--- src/rtl/tlp_pkg.sv ---
// Shared types for the thread-block limit controller.
// Assumes nothing beyond standard SystemVerilog enums.
package tlp_pkg;

    // Per-window adjustment of the target count
    typedef enum logic [1:0] {
        ADJ_HOLD = 2'd0,
        ADJ_UP   = 2'd1,
        ADJ_DOWN = 2'd2
    } adj_e;

    // Memory-stall level of a window
    typedef enum logic [1:0] {
        MEM_LOW  = 2'd0,
        MEM_MID  = 2'd1,
        MEM_HIGH = 2'd2
    } mem_lvl_e;

endpackage

--- src/rtl/tlp_cfg_latch.sv ---
// Holds the window length and thresholds.
// Captures the configuration inputs on every clock while reset is low,
// then keeps them for the rest of the run. Inputs are assumed to be
// stable during reset.
module tlp_cfg_latch #(
    parameter int CNT_W = 16
) (
    input  logic             clk,
    input  logic             rst_n,
    input  logic [CNT_W-1:0] in_window,
    input  logic [CNT_W-1:0] in_idle_thr,
    input  logic [CNT_W-1:0] in_mem_lo,
    input  logic [CNT_W-1:0] in_mem_hi,
    output logic [CNT_W-1:0] win_len,
    output logic [CNT_W-1:0] idle_thr,
    output logic [CNT_W-1:0] mem_lo,
    output logic [CNT_W-1:0] mem_hi
);

    // Capture while in reset, hold otherwise
    always_ff @(posedge clk) begin
        if (!rst_n) begin
            win_len  <= in_window;
            idle_thr <= in_idle_thr;
            mem_lo   <= in_mem_lo;
            mem_hi   <= in_mem_hi;
        end
    end

endmodule

--- src/rtl/tlp_stall_sampler.sv ---
// Counts idle and memory-stall cycles over a fixed-length window.
// win_end marks the window's last cycle. The *_sum outputs include that
// cycle's pulse, so they hold the complete window totals when win_end is
// high. A window length below 1 is not supported.
module tlp_stall_sampler #(
    parameter int CNT_W = 16
) (
    input  logic             clk,
    input  logic             rst_n,
    input  logic [CNT_W-1:0] win_len,
    input  logic             core_idle,
    input  logic             core_mem_wait,
    output logic             win_end,
    output logic [CNT_W-1:0] idle_sum,
    output logic [CNT_W-1:0] mem_sum
);

    logic [CNT_W-1:0] win_cnt;
    logic [CNT_W-1:0] idle_cnt;
    logic [CNT_W-1:0] mem_cnt;

    // Window end and running totals including this cycle
    always_comb begin
        win_end  = (win_cnt == win_len - CNT_W'(1));
        idle_sum = idle_cnt + CNT_W'(core_idle);
        mem_sum  = mem_cnt + CNT_W'(core_mem_wait);
    end

    // Advance the window position and accumulate; clear at window end
    always_ff @(posedge clk) begin
        if (!rst_n) begin
            win_cnt  <= '0;
            idle_cnt <= '0;
            mem_cnt  <= '0;
        end else if (win_end) begin
            win_cnt  <= '0;
            idle_cnt <= '0;
            mem_cnt  <= '0;
        end else begin
            win_cnt  <= win_cnt + CNT_W'(1);
            idle_cnt <= idle_sum;
            mem_cnt  <= mem_sum;
        end
    end

endmodule

--- src/rtl/tlp_adjust_decider.sv ---
// Combinational decision table.
// A high idle level always raises the target. Otherwise the memory level
// decides: low raises, medium holds, high lowers.
// Assumes mem_lo <= mem_hi.
module tlp_adjust_decider
    import tlp_pkg::*;
#(
    parameter int CNT_W = 16
) (
    input  logic [CNT_W-1:0] idle_sum,
    input  logic [CNT_W-1:0] mem_sum,
    input  logic [CNT_W-1:0] idle_thr,
    input  logic [CNT_W-1:0] mem_lo,
    input  logic [CNT_W-1:0] mem_hi,
    output adj_e             adj
);

    logic     idle_high;
    mem_lvl_e mem_lvl;

    // Classify the two totals into levels
    always_comb begin
        idle_high = (idle_sum >= idle_thr);
        if (mem_sum < mem_lo) begin
            mem_lvl = MEM_LOW;
        end else if (mem_sum >= mem_hi) begin
            mem_lvl = MEM_HIGH;
        end else begin
            mem_lvl = MEM_MID;
        end
    end

    // Map the levels to an adjustment
    always_comb begin
        if (idle_high) begin
            adj = ADJ_UP;
        end else begin
            case (mem_lvl)
                MEM_LOW:  adj = ADJ_UP;
                MEM_HIGH: adj = ADJ_DOWN;
                default:  adj = ADJ_HOLD;
            endcase
        end
    end

endmodule

--- src/rtl/tlp_target_regulator.sv ---
// Keeps the target CTA count, the resident count and the pause count.
// The target moves only at a window end and saturates at 1 and MAX_CTA.
// The pause count steps by one per cycle toward
// max(0, resident - target), and is recomputed from the next-cycle target
// and resident values.
// A completing CTA is assumed to be one of the resident ones.
module tlp_target_regulator
    import tlp_pkg::*;
#(
    parameter int MAX_CTA = 8,
    parameter int CW      = $clog2(MAX_CTA + 1)
) (
    input  logic          clk,
    input  logic          rst_n,
    input  logic          win_end,
    input  adj_e          adj,
    input  logic          cta_launch,
    input  logic          cta_retire,
    output logic [CW-1:0] target,
    output logic [CW-1:0] active,
    output logic [CW-1:0] paused
);

    localparam logic [CW-1:0] MAX_V  = CW'(MAX_CTA);
    localparam logic [CW-1:0] INIT_V = CW'(MAX_CTA / 2);
    localparam logic [CW-1:0] ONE_V  = CW'(1);

    logic [CW-1:0] target_nx;
    logic [CW-1:0] active_nx;
    logic [CW-1:0] paused_cl;
    logic [CW-1:0] paused_nx;
    logic [CW-1:0] runnable;
    logic          inc_ok;
    logic          dec_ok;

    // Next target: one step per window, saturating
    always_comb begin
        target_nx = target;
        if (win_end) begin
            if (adj == ADJ_UP && target < MAX_V) begin
                target_nx = target + ONE_V;
            end else if (adj == ADJ_DOWN && target > ONE_V) begin
                target_nx = target - ONE_V;
            end
        end
    end

    // Next resident count from launch and retire events
    always_comb begin
        inc_ok    = cta_launch && (active < MAX_V);
        dec_ok    = cta_retire && (active != '0);
        active_nx = active + CW'(inc_ok) - CW'(dec_ok);
    end

    // Next pause count: clamp to resident, then one step toward balance
    always_comb begin
        paused_cl = (paused > active_nx) ? active_nx : paused;
        runnable  = active_nx - paused_cl;
        if (runnable > target_nx) begin
            paused_nx = paused_cl + ONE_V;
        end else if (runnable < target_nx && paused_cl != '0) begin
            paused_nx = paused_cl - ONE_V;
        end else begin
            paused_nx = paused_cl;
        end
    end

    // State registers
    always_ff @(posedge clk) begin
        if (!rst_n) begin
            target <= INIT_V;
            active <= '0;
            paused <= '0;
        end else begin
            target <= target_nx;
            active <= active_nx;
            paused <= paused_nx;
        end
    end

endmodule

--- src/rtl/tlp_limit_ctrl.sv ---
// Top level of the adaptive per-core CTA limit controller.
// Samples the core's stall pulses per window, decides an adjustment,
// regulates the target, and derives the pause and new-CTA requests.
// Assumes MAX_CTA >= 2 and a configured window of at least one cycle.
module tlp_limit_ctrl
    import tlp_pkg::*;
#(
    parameter int MAX_CTA = 8,
    parameter int CNT_W   = 16,
    parameter int CW      = $clog2(MAX_CTA + 1)
) (
    input  logic             clk,
    input  logic             rst_n,
    input  logic [CNT_W-1:0] cfg_window,
    input  logic [CNT_W-1:0] cfg_idle_thr,
    input  logic [CNT_W-1:0] cfg_mem_lo,
    input  logic [CNT_W-1:0] cfg_mem_hi,
    input  logic             core_idle,
    input  logic             core_mem_wait,
    input  logic             cta_launch,
    input  logic             cta_retire,
    output logic [CW-1:0]    target_cta,
    output logic [CW-1:0]    pause_cnt,
    output logic             pause_req,
    output logic             grant_req
);

    logic [CNT_W-1:0] win_len;
    logic [CNT_W-1:0] idle_thr;
    logic [CNT_W-1:0] mem_lo;
    logic [CNT_W-1:0] mem_hi;
    logic             win_end;
    logic [CNT_W-1:0] idle_sum;
    logic [CNT_W-1:0] mem_sum;
    adj_e             adj;
    logic [CW-1:0]    active_cta;

    tlp_cfg_latch #(.CNT_W(CNT_W)) u_cfg (
        .clk         (clk),
        .rst_n       (rst_n),
        .in_window   (cfg_window),
        .in_idle_thr (cfg_idle_thr),
        .in_mem_lo   (cfg_mem_lo),
        .in_mem_hi   (cfg_mem_hi),
        .win_len     (win_len),
        .idle_thr    (idle_thr),
        .mem_lo      (mem_lo),
        .mem_hi      (mem_hi)
    );

    tlp_stall_sampler #(.CNT_W(CNT_W)) u_sampler (
        .clk           (clk),
        .rst_n         (rst_n),
        .win_len       (win_len),
        .core_idle     (core_idle),
        .core_mem_wait (core_mem_wait),
        .win_end       (win_end),
        .idle_sum      (idle_sum),
        .mem_sum       (mem_sum)
    );

    tlp_adjust_decider #(.CNT_W(CNT_W)) u_decider (
        .idle_sum (idle_sum),
        .mem_sum  (mem_sum),
        .idle_thr (idle_thr),
        .mem_lo   (mem_lo),
        .mem_hi   (mem_hi),
        .adj      (adj)
    );

    tlp_target_regulator #(.MAX_CTA(MAX_CTA), .CW(CW)) u_reg (
        .clk        (clk),
        .rst_n      (rst_n),
        .win_end    (win_end),
        .adj        (adj),
        .cta_launch (cta_launch),
        .cta_retire (cta_retire),
        .target     (target_cta),
        .active     (active_cta),
        .paused     (pause_cnt)
    );

    // Requests: pause flag, and a new CTA only when nothing is paused
    always_comb begin
        pause_req = (pause_cnt != '0);
        grant_req = (pause_cnt == '0) && (active_cta < target_cta);
    end

endmodule

--- config.mk ---
export PLATFORM = sky130hd
export DESIGN_NAME = tlp_limit_ctrl
export DESIGN_NICKNAME = d
export VERILOG_FILES = /design/src/rtl/tlp_pkg.sv /design/src/rtl/tlp_cfg_latch.sv /design/src/rtl/tlp_stall_sampler.sv /design/src/rtl/tlp_adjust_decider.sv /design/src/rtl/tlp_target_regulator.sv /design/src/rtl/tlp_limit_ctrl.sv
export SDC_FILE = /design/constraint.sdc
export NUM_CORES = 1
export LEC_CHECK = 0
export ABC_CLOCK_PERIOD_IN_PS = 6950
export BUFFER_PORTS_ARGS = -buffer_cell sky130_fd_sc_hd__clkbuf_2
export CAP_MARGIN = 10
export CORE_MARGIN = 8
export CORE_UTILIZATION = 32
export DETAILED_ROUTE_END_ITERATION = 10
export SETUP_SLACK_MARGIN = 0.5
export SLEW_MARGIN = 20
export SYNTH_ARGS = -nofsm -noshare
export SYNTH_HDL_FRONTEND = slang
export SYNTH_SLANG_ARGS = --single-unit
--- constraint.sdc ---
create_clock -name clk -period 6.95 [get_ports clk]
set_clock_uncertainty 0.1 [all_clocks]
set_input_delay 1.0425 -clock clk [delete_from_list [all_inputs] [get_ports clk]]
set_output_delay 1.0425 -clock clk [all_outputs]
set_load 0.02 [all_outputs]
Word level (Yosys, flattened, before mapping)
Cells that the tools add are included.
{"block": "totals", "ff_bits": 124, "word_cells": 58, "inputBits": 70, "out_inout_bits": 10}
{"block": "op_classes", "add_sub_neg": 11, "n_eq_ne": 4, "order_cmp": 10, "n_mux": 10, "bitwise_logic": 1, "reduce_logical": 12}
{"op": "16-bit by 1-bit adder with 16-bit output", "count": 2}
{"op": "16-bit greater-or-equal comparator", "count": 2}
{"op": "4-bit two-way mux", "count": 6}
{"op": "16-bit by 1-bit adder with 16-bit output, second input constant", "count": 1}
{"op": "16-bit equality test", "count": 1}
{"op": "16-bit < comparator", "count": 1}
{"op": "16-bit by 1-bit subtractor with 16-bit output, second input constant", "count": 1}
{"op": "4-bit nonzero test", "count": 3}
{"op": "4-bit by 1-bit adder with 4-bit output, second input constant", "count": 2}
{"op": "4-bit > comparator", "count": 2}
{"op": "4-bit < comparator", "count": 2}
{"op": "4-bit < comparator, second input constant", "count": 2}
{"op": "4-bit by 1-bit subtractor with 4-bit output, second input constant", "count": 2}
{"op": "1-bit logical AND", "count": 6}
{"op": "2-bit two-way mux", "count": 3}
{"op": "4-bit by 1-bit adder with 4-bit output", "count": 1}
{"op": "2-bit equality test, second input constant", "count": 2}
{"op": "4-bit by 1-bit > comparator with 1-bit output, second input constant", "count": 1}
{"op": "4-bit zero test", "count": 1}
{"op": "2-bit one-hot mux with 2 select lines", "count": 1}
{"op": "4-bit by 1-bit subtractor with 4-bit output", "count": 1}
{"op": "4-bit subtractor", "count": 1}
{"op": "2-bit by 1-bit equality test with 1-bit output, second input constant", "count": 1}
{"op": "2-bit zero test", "count": 1}
{"op": "other kinds (2)", "count": 2}

Depth between registers and ports, before layout
{"block": "depth", "depth_word": 16, "mapped_depth": 27}

Hierarchy
Synthesis repeated with hierarchy kept, for this count alone.
{"block": "unflattened", "hier_cells": 748, "hier_area_um2": 7299.5}
{"mod": "tlp_stall_sampler", "n_inst": 1, "cells_each": 365, "area_per_inst_um2": 2889.0, "seq_area_each_um2": 960.9}
{"mod": "tlp_cfg_latch", "n_inst": 1, "cells_each": 65, "area_per_inst_um2": 1925.6, "seq_area_each_um2": 1921.8}
{"mod": "tlp_adjust_decider", "n_inst": 1, "cells_each": 161, "area_per_inst_um2": 1204.9, "seq_area_each_um2": 0.0}
{"mod": "tlp_target_regulator", "n_inst": 1, "cells_each": 145, "area_per_inst_um2": 1187.4, "seq_area_each_um2": 240.2}
{"mod": "tlp_limit_ctrl", "n_inst": 1, "cells_each": 12, "area_per_inst_um2": 92.6, "seq_area_each_um2": 0.0}

Worst setup path after synthesis
No wires, ideal clock.
{"block": "synth_timing", "kind": "input to register", "startpoint": "in cta_retire", "endpoint": "reg u_reg.paused[0]", "t_required_ps": 6766, "path_slack_ps": 915, "cell_stages": 25, "t_arrival_ps": 5851, "path_cell_list": "inv_1 a31oi_1 ha_1 inv_1 ha_1 fa_1 inv_1 ha_1 nor2b_1 o21a_1 o21a_1 o21ai_1 mux2i_1 inv_1 ha_1 inv_1 fa_1 ha_1 nor2b_1 o21ai_0 nand2b_1 a21o_1 and2_1 or3_1 a21oi_1"}
{"block": "synth_between", "elab_chain_len": 9}
{"element": "from (decl)", "line_no": "tlp_limit_ctrl.sv:21", "source": "input logic cta_retire,"}
{"element": "1-bit logical AND *", "line_no": "tlp_target_regulator.sv:51", "source": "dec_ok = cta_retire && (active != '0);"}
{"element": "4-bit by 1-bit subtractor with 4-bit output *", "line_no": "tlp_target_regulator.sv:52", "source": "active_nx = active + CW'(inc_ok) - CW'(dec_ok);"}
{"element": "net u_reg.active_nx[1]", "line_no": "tlp_target_regulator.sv:29", "source": "logic [CW-1:0] active_nx;"}
{"element": "4-bit > comparator", "line_no": "tlp_target_regulator.sv:57", "source": "paused_cl = (paused > active_nx) ? active_nx : paused;"}
{"element": "4-bit two-way mux", "line_no": "tlp_target_regulator.sv:57"}
{"element": "4-bit subtractor", "line_no": "tlp_target_regulator.sv:58", "source": "runnable = active_nx - paused_cl;"}
{"element": "4-bit < comparator", "line_no": "tlp_target_regulator.sv:61", "source": "end else if (runnable < target_nx && paused_cl != '0) begin"}
{"element": "1-bit logical AND", "line_no": "tlp_target_regulator.sv:61"}
{"element": "4-bit two-way mux", "line_no": "tlp_target_regulator.sv:61"}
{"element": "4-bit two-way mux *", "line_no": "tlp_target_regulator.sv:59", "source": "if (runnable > target_nx) begin"}
{"element": "to (signal assigned)", "line_no": "tlp_target_regulator.sv:77", "source": "paused <= paused_nx;"}
{"element": "to (decl)", "line_no": "tlp_target_regulator.sv:21", "source": "output logic [CW-1:0] paused"}
Mark *: on every way through the listed nets, which the timed path passes. The rest lies on a longest branch.
A chain may end at the register's enable or synchronous reset.

Worst setup path in the final report
{"block": "layout_timing", "startpoint": "in cta_retire", "endpoint": "reg u_reg.paused[3]"}
Same word-level chain as after synthesis.

==> results_dict.tcl <==
set metrics [dict create \
    cts_root_buf "clkbuf_16" \
    io_pins 80 \
    ys_seq_elements 124 \
    syn_area_per_cell_um2 10.09 \
    whs_ns 0.3868 \
    placementRows 54 \
    timing.fmax_mhz 168.2 \
    synthesis.nets 837 \
    gr-total-overflow 0 \
    wl_per_cell_um 13.41 \
    worst_skew_pair.late_latency_ns 0.42 \
    antenna_cells_inserted 0 \
    slew-limit-headroom_pct 49.79 \
    vdd.ir_drop.worst_mv 0.2965 \
    worstSetupPathType "in -> reg" \
    clockBufferDepth 2 \
    gate_count_post_synth 688 \
    r2r_start "u_reg.active[3]" \
    core_area_um2 21550 \
    edff_count_synth 64 \
    post-route-min-period_ns 5.946 \
    dpl.hpwl_um 10680 \
    finalWeightedCongestion 0.7741 \
    residual_drc 0 \
    drtIter0Drc 259 \
    maxCapViolations 0 \
    vias_per_cell 4.641 \
    place_worst_setup_slack_ns 0.5840 \
    total_power_mw 3.082 \
    grt_first_pass_wirelength_um 24200 \
    flow.area_growth_from_synthesis_pct 19.75 \
    tritoncts "done" \
    critPathBufInv 7 \
    instances_no_fill 1071 \
    via_count 4971 \
    outcome "finished, final reports clean" \
    cp_top_family "adder cells" \
    grt_max_degree 48 \
    hold-path-endpoint "u_sampler.win_cnt[0]" \
    cp_slowest_stage_delay_ns 0.58 \
    cell_area_power_density_nw_per_um2 370.6 \
    ant_nets 0 \
    report.final.hold_viol_count 0 \
    tritoncts.num_buffers 17 \
    leading_cell_type_in_the_layout_fill_and_taps_excluded "clkbuf_2" \
    crit_arrival_ns 6.15 \
    use_met1_pct 13.73 \
    worst_hold_path.num_cells 1 \
    cp.required_ns 7.16 \
    setup_tns_ns 0 \
    setup_slack_ns 1.004 \
    worstReg2RegEnd "u_reg.paused[3]" \
    port_buffers 79 \
    gr-max-usage-layer "met2" \
    synth_top_flop_cell "edfxtp_1" \
    reg2reg_setup_slack_ns 1.17 \
    synth_area_um2 6944 \
    crit_fanout 6 \
    via_count_of_the_first_global_routing_pass 5106 \
    final-setup-viol-count 0 \
    mostFrequentLayoutCells "79 x clkbuf_2, 77 x ha_1, 74 x inv_1" \
    grtUsageMet2_pct 18.67 \
    report.final.slew_viol_count 0 \
    p_leak_nw 3.798 \
    postCtsSetupBuffers 0 \
    crit_path_start_kind "input pin" \
    final_area_um2 8315 \
    starting_density_pct 32.22 \
    worstSetupEndpointType "flop" \
    die_w_um 163.3 \
    die_h_um 163.3 \
    cp-startpoint "cta_retire" \
    yosysWarningCount 0 \
    portion_of_the_post_synthesis_area_used_by_sequential_elements_pct 44.97 \
    grt_antenna_before_repair 0 \
    cts_hold_buf 0 \
    drive_above_1_share_pct 16.56 \
    timing_worst_slew_pin_value_ns 0.7513 \
    grt_usage_pct 11.43 \
    met3_usage_in_global_routing_pct 3.604 \
    wire_length_after_detailed_routing_um 14360 \
    async_reset_ff_share_pct 0 \
    drt-pass1-iter-count 5 \
    finalCritPeriodShare_pct 85.55 \
    clock_sinks 124 \
    final_util_pct 38.58 \
    clk_pin_slew_worst_paths_ns 0.06 \
    floorplan.die_area_um2 26670 \
    reg2reg_depth 27 \
    setup_repair_after_global_routing_missed_its_margin "false" \
    placed_area_um2 7679 \
    place.detailed.instances 1039 \
    final_net_count 927 \
    timing.critical_path.slowest_stage_cell "fa_1" \
    cp.depth 27 \
    hold_removal_path_class "reg -> reg" \
    hold_path_startpoint "u_sampler.win_cnt[0]" \
    post_cts_resize_count 0 \
    yosysUniqueCellTypes 55 \
    htree_levels 4 \
]
cells by family (layout without fill, tap and decap cells):
logic type	count (synthesis)	after routing	synth area share, %
AND/OR/NAND/NOR	232	232	17.80
multiplexers	7	7	1.063
buffers and inverters	89	192	4.865
XOR/XNOR	67	67	8.450
flip-flops	124	124	44.97
AO/OA/AOI/OAI	90	90	8.396
adder cells (fa/ha/maj)	79	79	14.45
power breakdown:
part           total, mW  switching [mW]  internal (mW)
Clock              0.962           0.355          0.607
Sequential         0.864          0.0332          0.831
Combinational       1.26           0.703          0.552
layout make-up:
type	count	area, um2
multi-input cells	475	3483
inverters	75	281.5
flip-flops and latches	124	3123
clock buffers	17	425.4
fillers	2122	13240
clock inverters	15	211.5
repair buffers	85	440.4
well taps	280	350.3
flip-flops by register name, summed over array words and instances (netlist names):
signal	cells
u_cfg.mem_hi	16
u_reg.target	4
u_cfg.mem_lo	16
u_sampler.mem_cnt	16
u_reg.paused	4
u_sampler.win_cnt	16
u_cfg.idle_thr	16
u_sampler.idle_cnt	16
u_reg.active	4
u_cfg.win_len	16
metal layers:
layer / share of wire, % / wire length (um)
met1: 48 / 6833
met2: 47 / 6747
met3: 3.5 / 509
met4: 1.9 / 267
met5: 0 / 0
worst max-delay path by stage:
stage                            endpoint  slack (ns)
after global placement    u_reg.paused[3]        0.66
after floorplan           u_reg.paused[0]        0.92
after CTS                 u_reg.paused[3]        1.01
after global routing      u_reg.paused[3]        0.57
final                     u_reg.paused[3]        1.00
after detailed placement  u_reg.paused[3]        0.58
Yosys cell counts, types with 17 or more instances:
cell      instances  area, um2
inv_1            74      277.8
dfxtp_1          60       1201
nand3_1          33      165.2
and3_1           44      275.3
ha_1             77      963.4
xor2_1           32      280.3
o21ai_0          17      85.08
nand2_1          36      135.1
xnor2_1          35      306.5
nor2_1           42      157.7
edfxtp_1         64       1922
a21oi_1          26      130.1
Note: power is estimated with default switching activity, not from simulation.
